## src/rtl/iowin_pkg.sv

```systemverilog
package iowin_pkg;
  localparam int CFG_DW_AW = 6;

  // dword indexes (byte offset / 4) and byte lanes of the decoded registers
  localparam logic [CFG_DW_AW-1:0] PM_BASE_DW  = 6'h12;
  localparam logic [CFG_DW_AW-1:0] PM_CTL_DW   = 6'h10;
  localparam int                   PM_CTL_LANE = 1;
  localparam int                   PM_EN_BIT   = 7;
  localparam logic [7:0]           PM_CTL_KEEP = 8'hFF;

  localparam logic [CFG_DW_AW-1:0] SMB_BASE_DW  = 6'h24;
  localparam logic [CFG_DW_AW-1:0] SMB_CTL_DW   = 6'h34;
  localparam int                   SMB_CTL_LANE = 2;
  localparam int                   SMB_EN_BIT   = 0;
  localparam logic [7:0]           SMB_CTL_KEEP = 8'h0F;

  typedef struct packed {
    logic                 en;
    logic [CFG_DW_AW-1:0] dw;
    logic [3:0]           be;
    logic [31:0]          data;
  } cfg_wr_t;
endpackage

```

## src/rtl/iowin_base_reg.sv

```systemverilog
module iowin_base_reg
  import iowin_pkg::*;
#(
  parameter int                   ADDR_W   = 16,
  parameter int                   WIN_LOG2 = 7,
  parameter logic [CFG_DW_AW-1:0] DW_SEL   = '0
) (
  input  logic                       clk,
  input  logic                       rst_n,
  input  cfg_wr_t                    wr,
  input  logic [CFG_DW_AW-1:0]       rd_dw,
  output logic [ADDR_W-1:WIN_LOG2]   base_q,
  output logic [31:0]                rd_data
);
  logic [31:0]              cur_img;
  logic [31:0]              new_img;
  logic [ADDR_W-1:WIN_LOG2] base_d;
  logic                     base_ce;
  logic                     unused_img;

  // image of the register as software sees it, then merged with written lanes
  always_comb begin
    cur_img                    = '0;
    cur_img[ADDR_W-1:WIN_LOG2] = base_q;
    cur_img[0]                 = 1'b1;
    new_img                    = cur_img;
    for (int l = 0; l < 4; l++) begin
      if (wr.be[l]) new_img[8*l +: 8] = wr.data[8*l +: 8];
    end
    base_ce = wr.en && (wr.dw == DW_SEL) && (|wr.be);
    base_d  = new_img[ADDR_W-1:WIN_LOG2];
  end

  always_ff @(posedge clk or negedge rst_n) begin
    if (!rst_n)       base_q <= '0;
    else if (base_ce) base_q <= base_d;
  end

  assign rd_data    = (rd_dw == DW_SEL) ? cur_img : '0;
  assign unused_img = ^new_img;
endmodule

```

## src/rtl/iowin_ctl_reg.sv

```systemverilog
module iowin_ctl_reg
  import iowin_pkg::*;
#(
  parameter logic [CFG_DW_AW-1:0] DW_SEL = '0,
  parameter int                   LANE   = 0,
  parameter logic [7:0]           KEEP   = 8'hFF
) (
  input  logic                 clk,
  input  logic                 rst_n,
  input  cfg_wr_t              wr,
  input  logic [CFG_DW_AW-1:0] rd_dw,
  output logic [7:0]           ctl_q,
  output logic [31:0]          rd_data
);
  logic [7:0] ctl_d;
  logic       ctl_ce;
  logic       unused_data;

  always_comb begin
    ctl_ce = wr.en && (wr.dw == DW_SEL) && wr.be[LANE];
    ctl_d  = wr.data[8*LANE +: 8] & KEEP;
  end

  always_ff @(posedge clk or negedge rst_n) begin
    if (!rst_n)      ctl_q <= '0;
    else if (ctl_ce) ctl_q <= ctl_d;
  end

  always_comb begin
    rd_data = '0;
    if (rd_dw == DW_SEL) rd_data[8*LANE +: 8] = ctl_q;
  end

  assign unused_data = ^wr.data;
endmodule

```

## src/rtl/iowin_match.sv

```systemverilog
module iowin_match #(
  parameter int ADDR_W   = 16,
  parameter int WIN_LOG2 = 7
) (
  input  logic [ADDR_W-1:0]        io_addr,
  input  logic [ADDR_W-1:WIN_LOG2] base,
  input  logic                     en,
  output logic                     match,
  output logic [WIN_LOG2-1:0]      offset
);
  assign match  = en && (io_addr[ADDR_W-1:WIN_LOG2] == base);
  assign offset = io_addr[WIN_LOG2-1:0];
endmodule

```

## src/rtl/iowin_cfg_decoder.sv

```systemverilog
module iowin_cfg_decoder
  import iowin_pkg::*;
#(
  parameter int ADDR_W   = 16,
  parameter int PM_LOG2  = 7,
  parameter int SMB_LOG2 = 4
) (
  input  logic                 clk,
  input  logic                 rst_n,
  input  logic                 cfg_wr,
  input  logic [CFG_DW_AW-1:0] cfg_dw_addr,
  input  logic [3:0]           cfg_be,
  input  logic [31:0]          cfg_wdata,
  output logic [31:0]          cfg_rdata,
  input  logic [ADDR_W-1:0]    io_addr,
  input  logic                 io_single,
  output logic                 pm_hit,
  output logic [PM_LOG2-1:0]   pm_off,
  output logic                 smb_hit,
  output logic [SMB_LOG2-1:0]  smb_off
);
  cfg_wr_t                   wr_bus;
  logic [ADDR_W-1:PM_LOG2]   pm_base_q;
  logic [ADDR_W-1:SMB_LOG2]  smb_base_q;
  logic [7:0]                pm_ctl_q;
  logic [7:0]                smb_ctl_q;
  logic [31:0]               pm_base_rd, smb_base_rd, pm_ctl_rd, smb_ctl_rd;
  logic                      pm_match, smb_match;
  logic [PM_LOG2-1:0]        pm_raw_off;
  logic [SMB_LOG2-1:0]       smb_raw_off;
  logic                      unused_ctl;

  assign wr_bus = {cfg_wr, cfg_dw_addr, cfg_be, cfg_wdata};

  iowin_base_reg #(.ADDR_W(ADDR_W), .WIN_LOG2(PM_LOG2), .DW_SEL(PM_BASE_DW)) u_pm_base (
    .clk(clk), .rst_n(rst_n), .wr(wr_bus), .rd_dw(cfg_dw_addr),
    .base_q(pm_base_q), .rd_data(pm_base_rd));

  iowin_base_reg #(.ADDR_W(ADDR_W), .WIN_LOG2(SMB_LOG2), .DW_SEL(SMB_BASE_DW)) u_smb_base (
    .clk(clk), .rst_n(rst_n), .wr(wr_bus), .rd_dw(cfg_dw_addr),
    .base_q(smb_base_q), .rd_data(smb_base_rd));

  iowin_ctl_reg #(.DW_SEL(PM_CTL_DW), .LANE(PM_CTL_LANE), .KEEP(PM_CTL_KEEP)) u_pm_ctl (
    .clk(clk), .rst_n(rst_n), .wr(wr_bus), .rd_dw(cfg_dw_addr),
    .ctl_q(pm_ctl_q), .rd_data(pm_ctl_rd));

  iowin_ctl_reg #(.DW_SEL(SMB_CTL_DW), .LANE(SMB_CTL_LANE), .KEEP(SMB_CTL_KEEP)) u_smb_ctl (
    .clk(clk), .rst_n(rst_n), .wr(wr_bus), .rd_dw(cfg_dw_addr),
    .ctl_q(smb_ctl_q), .rd_data(smb_ctl_rd));

  assign cfg_rdata = pm_base_rd | smb_base_rd | pm_ctl_rd | smb_ctl_rd;

  iowin_match #(.ADDR_W(ADDR_W), .WIN_LOG2(PM_LOG2)) u_pm_match (
    .io_addr(io_addr), .base(pm_base_q), .en(pm_ctl_q[PM_EN_BIT]),
    .match(pm_match), .offset(pm_raw_off));

  iowin_match #(.ADDR_W(ADDR_W), .WIN_LOG2(SMB_LOG2)) u_smb_match (
    .io_addr(io_addr), .base(smb_base_q), .en(smb_ctl_q[SMB_EN_BIT]),
    .match(smb_match), .offset(smb_raw_off));

  // power-management window owns any address it matches, whatever the width
  always_comb begin
    pm_hit  = pm_match && io_single;
    smb_hit = smb_match && !pm_match;
    pm_off  = pm_hit  ? pm_raw_off  : '0;
    smb_off = smb_hit ? smb_raw_off : '0;
  end

  assign unused_ctl = ^{pm_ctl_q, smb_ctl_q};
endmodule

```

## config.mk

```make
export PLATFORM = sky130hd
export DESIGN_NAME = iowin_cfg_decoder
export DESIGN_NICKNAME = d
export VERILOG_FILES = /design/src/rtl/iowin_pkg.sv /design/src/rtl/iowin_base_reg.sv /design/src/rtl/iowin_ctl_reg.sv /design/src/rtl/iowin_match.sv /design/src/rtl/iowin_cfg_decoder.sv
export SDC_FILE = /design/constraint.sdc
export NUM_CORES = 1
export LEC_CHECK = 0
export BUFFER_PORTS_ARGS = -buffer_cell sky130_fd_sc_hd__buf_4
export CORE_MARGIN = 2
export CORE_UTILIZATION = 46
export CTS_BUF_LIST = sky130_fd_sc_hd__clkbuf_8
export CTS_CLUSTER_SIZE = 40
export DETAILED_ROUTE_END_ITERATION = 10
export PLACE_DENSITY = 0.9
export SLEW_MARGIN = 30
export SYNTH_ARGS = -nofsm -noshare
export SYNTH_HDL_FRONTEND = slang
export SYNTH_SLANG_ARGS = --single-unit
```

## constraint.sdc

```tcl
create_clock -name clk -period 2.7 [get_ports clk]
set_input_delay 0.81 -clock clk [delete_from_list [all_inputs] [get_ports clk]]
set_output_delay 0.81 -clock clk [all_outputs]
set_load 0.005 [all_outputs]
```

[After elaboration in Yosys (flattened, before gate mapping)]
Cells that the tools add are included.
W data, S select, Z words.
Storage, ports and cells
  bits in registers: 33
  input port bits: 62
  output and inout port bits: 45
  logic and storage cells: 39
Operators by class
  equal/unequal tests: 6
  mux-type cells: 6
  bitwise gates (word level): 3
  reduce and logical (&&, ||, !) cells: 18
Operator list (number)
  $mux W16: 2
  $or A32 B16 Y32: 1
  $or A32 B24 Y32: 1
  $or A32 B32 Y32: 1
  $eq A12 B12 Y1: 1
  $eq A6 B5 Y1 const B: 2
  $eq A6 B6 Y1 const B: 2
  $logic_and A1 B1 Y1: 12
  $eq A9 B9 Y1: 1
  $mux W4: 2
  $mux W8: 1
  $reduce_and A2 Y1: 4
  $mux W7: 1
  $reduce_or A4 Y1: 1
  $logic_not A1 Y1: 1

[Depth between registers and ports, before layout]
  depth in word-level cells: 5
  mapped depth: 6
  gate-level depth less buffers: 4

[By module]
Synthesis repeated with hierarchy kept, for this count alone.
Second synthesis, totals
  cell total of the unflattened synthesis: 310
  area, all modules: 3094.2 µm²
Modules (own cells, without submodules)
  iowin_base_reg at u_smb_base: times used 1, cells an instance 63, area an instance 713.2 µm², seq. area each 300.3 µm²
  iowin_ctl_reg at u_pm_ctl: times used 1, cells an instance 54, area an instance 629.4 µm², seq. area each 200.2 µm²
  iowin_base_reg at u_pm_base: times used 1, cells an instance 56, area an instance 626.9 µm², seq. area each 225.2 µm²
  iowin_ctl_reg at u_smb_ctl: times used 1, cells an instance 50, area an instance 461.7 µm², seq. area each 100.1 µm²
  iowin_cfg_decoder: times used 1, cells an instance 46, area an instance 336.6 µm², seq. area each 0.0 µm²
  iowin_match at u_smb_match: times used 1, cells an instance 21, area an instance 168.9 µm², seq. area each 0.0 µm²
  iowin_match at u_pm_match: times used 1, cells an instance 20, area an instance 157.7 µm², seq. area each 0.0 µm²

[Worst setup path before layout]
Ideal clock, no wire load.
  path kind: input -> output
  start point: in io_addr[8]
  end point: out pm_off[2]
  data arrival time: 1821 ps
  data required time: 1890 ps
  setup slack: 69 ps
  stages: 5
  buffers on the path: 1
  cells stage by stage: xnor2_1 nand4_1 nor4_1 buf_2 and3_1
On the way
  cells in the longest elaborated chain, start to end: 4
Ends and longest elaborated chain
  start, declared: RTL line iowin_cfg_decoder.sv:15  | input logic [ADDR_W-1:0] io_addr,
  $eq A9 B9 Y1: RTL line iowin_match.sv:11  | assign match = en && (io_addr[ADDR_W-1:WIN_LOG2] == base);
  $logic_and A1 B1 Y1: RTL line iowin_match.sv:11
  $logic_and A1 B1 Y1: RTL line iowin_cfg_decoder.sv:63  | pm_hit = pm_match && io_single;
  $mux W7: RTL line iowin_cfg_decoder.sv:65  | pm_off = pm_hit ? pm_raw_off : '0;
  end, declared: RTL line iowin_cfg_decoder.sv:18  | output logic [PM_LOG2-1:0] pm_off,
Every way passes these cells.

[Worst setup path after layout]
  start point: in io_addr[13]
  end point: out pm_off[5]
The elaborated chain is that of the path after synthesis.

==> impl_metrics.csv <==
group,metric,value,unit
power,power_density,436,nW/µm²
timing,clock_skew,0,ps
critical_path,rrSetupSlack,1860,ps
timing,rsz0062_at_grt,"true",
place,dpl.cell_count,310,
yosys,synth_simple_gate_area_frac,0.168,
timing,setup-violations-final,13,
yosys,synth_area_leaders,"dfrtp_1 42%, mux2_2 19%, xor2_1 5.7%, buf_4 5.7%, mux2i_1 4.0%",
global_routing,grt_pass1_vias,1732,
cells_and_area,multiInputGateArea,1190,µm²
power,total_power,1.26,mW
cts,cts-root-buf,"clkbuf_8",
timing,finalWorstSetupSlack,-120,ps
yosys,muxShareOfSynthArea,0.227,
critical_path,worst-setup-path-type,"in -> out",
cells_and_area,area_growth,45.4,%
cells_and_area,regArea,826,µm²
critical_path,arrival,2010,ps
place,gp_congestion,0.762,
floorplan,rows,23,
route,vias,1676,
critical_path,cp-start-kind,"input port",
floorplan,io_pins,107,
cts,cts_buffer_depth,2,
timing,report.final.slew_viol_count,0,
yosys,synthCells,181,
cells_and_area,nets,333,
timing,fmax,355,MHz
critical_path,crit_path_max_fanout,7,
route,drtPass1Iterations,4,
status,violations,"negative setup slack",
route,routed_wl,5060,µm
route,drtIter0Drc,53,
min_path,min_path_type,"in -> async",
cts,clock_latency,290,ps
timing,min_period_over_period,1.04,
floorplan,core,4090,µm²
cells_and_area,layout.cells.non_filler,322,
route,wire_per_inst,15.7,µm
cts,clk_pin_slew_worst_paths,70,ps
timing,hold_viol_final,0,
global_routing,grt_first_pass_wirelength,8030,µm
yosys,synthAdderAreaFrac,0,
cells_and_area,drive_gt1_frac,0.551,
power,leakagePower,1.49,nW
floorplan,die_w,69.7,µm
cells_and_area,finish.utilization,0.707,
yosys,ys_warn_count,0,
status,status,"finished, violations left",
yosys,synth_xor_area_frac,0.0926,
yosys,synth.distinct_cells,28,
global_routing,antenna_found_initial,0,
cts,cts_tree,"built",
yosys,synth_seq_area_share,0.416,
power,vdd_ir_drop_max,0.586,mV
cts,cts_made_buffers,5,
place,post_dp_cell_area,2600,µm²
cts,htreeDepth,2,
yosys,synth_top_family_by_area,"multiplexers",
critical_path,cp.required,1890,ps
yosys,synth.avg_cell_area,11.0,µm²
yosys,post-synth-top-area-cell,"dfrtp_1",
job,maxCapViolations,0,
yosys,synth-seq-cells,33,
floorplan,die_area,4860,µm²
global_routing,grt_overflow,0,
timing,fin_crit,2820,ps
critical_path,cp-end-kind,"output port",
cts,clock_sinks,33,
cells_and_area,fillers,300,
place,io_buffers,74,
global_routing,grt.total_usage,0.210,
route,routed_via_density,5.20,
cells_and_area,diodes,0,
floorplan,die_h,69.7,µm
floorplan,start_util,0.486,
place,dp_hpwl,3650,µm
place,dpl_worst_slack,-201,ps
route,drc,0,
yosys,synth_area,1990,µm²
cells_and_area,design_area,2890,µm²
route,ant_nets,0,
yosys,synth_compound_area_frac,0.0290,
global_routing,grt_max_degree,34,
yosys,netlist.area_leader.share,0.416,
-- what timing repair did --
action	CTS	global route
endpoints found under the setup margin	26	18
gates resized for setup	18	15
buffers inserted	1	1
pin swaps	8	5
hold buffers	0	0
hold endpoints to repair	0	0
cloned	1	1
-- flip-flops by register name, summed over array words and instances (netlist names) --
signal             count
u_smb_base.base_q     12
u_pm_ctl.ctl_q         8
u_smb_ctl.ctl_q        4
u_pm_base.base_q       9
-- kinds of logic after synthesis --
group / Yosys count
and+or+nand+nor: 56
xor gates and xnor gates: 21
buffers and inverters: 19
muxes: 41
DFF: 33
other: 1
AOI/OAI and AO/OA: 10
-- metal layers --
| layer | wire length (µm) | GRT usage | vias to the layer above |
|---|---|---|---|
| met2 | 2640 | 0.358 | 81 |
| met3 | 388 | 0.0610 | 10 |
| li1 | - | - | 792 |
| met1 | 1940 | 0.250 | 793 |
| met5 | 0 | 0 | - |
| met4 | 90 | 0.0791 | 0 |
-- through the flow --
| stage | setup TNS [ps] | hold slack [ps] |
|---|---|---|
| 6_report | -1120 | 454 |
| 5_1_grt | -2270 | 481 |
| 4_1_cts | -1220 | 467 |
| 3_5_place_dp | -3100 | 488 |
| 3_3_place_gp | -1890 | 480 |
| 2_1_floorplan | 0 | 471 |
-- layout make-up --
cell class | instances | share of cell area
flip-flops and latches | 33 | 0.286
clock inverters | 2 | 0.0117
clock buffers | 6 | 0.0286
multi-input cells | 144 | 0.413
repair buffers | 87 | 0.239
well taps | 50 | 0.0217
-- critical path, stage by stage --
cell,delay (ps)
buf_8,100
xnor2_2,120
nand4_1,160
nor4_4,340
buf_4,200
and3_4,190
buf_6,90
-- power breakdown --
group | switching, mW | internal, mW
clock | 0.180 | 0.297
sequential | 0.0336 | 0.535
combinational | 0.0906 | 0.122
total | 0.304 | 0.954
-- cell usage after synthesis (all sizes together) --
cell type and instances:
nor4 4, xnor2 8, o21ai 8, dfrtp 33, mux2i 8, and2 6
nor2b 1, and3 12, nand2 12, conb 1, a32o 1, nand4 4
nand3 7, mux2 33, a21o 1, xor2 13, clkbuf 2, nor3 7
and4b 1, nor2 2, buf 17
-- cell usage in the layout (no fill, tap or decap), drive strengths merged --
master	count
buf	87
mux2	33
dfrtp	33
conb	15
xor2	13
nand2	13
and3	12
mux2i	8
o21ai	8
xnor2	8
nand3	7
nor3	7
clkbuf	6
and2	6
nand4	4
nor4	4
nor2	2
nor2b	1
and4b	1
a32o	1
a21o	1
bufinv	1
inv	1
-- worst paths after layout --
path	start	to	cells after the start
setup / recovery	io_addr[13]	pm_off[5]	7
hold / removal	rst_n	u_pm_base.base_q[8]	1
setup reg to reg	u_pm_base.base_q[14]	u_pm_base.base_q[14]	1
hold reg to reg	u_smb_ctl.ctl_q[3]	u_smb_ctl.ctl_q[3]	1
max in group asynchronous	rst_n	u_pm_ctl.ctl_q[2]	1
min in group clk	u_smb_ctl.ctl_q[3]	u_smb_ctl.ctl_q[3]	1
Power figures use the tool's default switching activity.
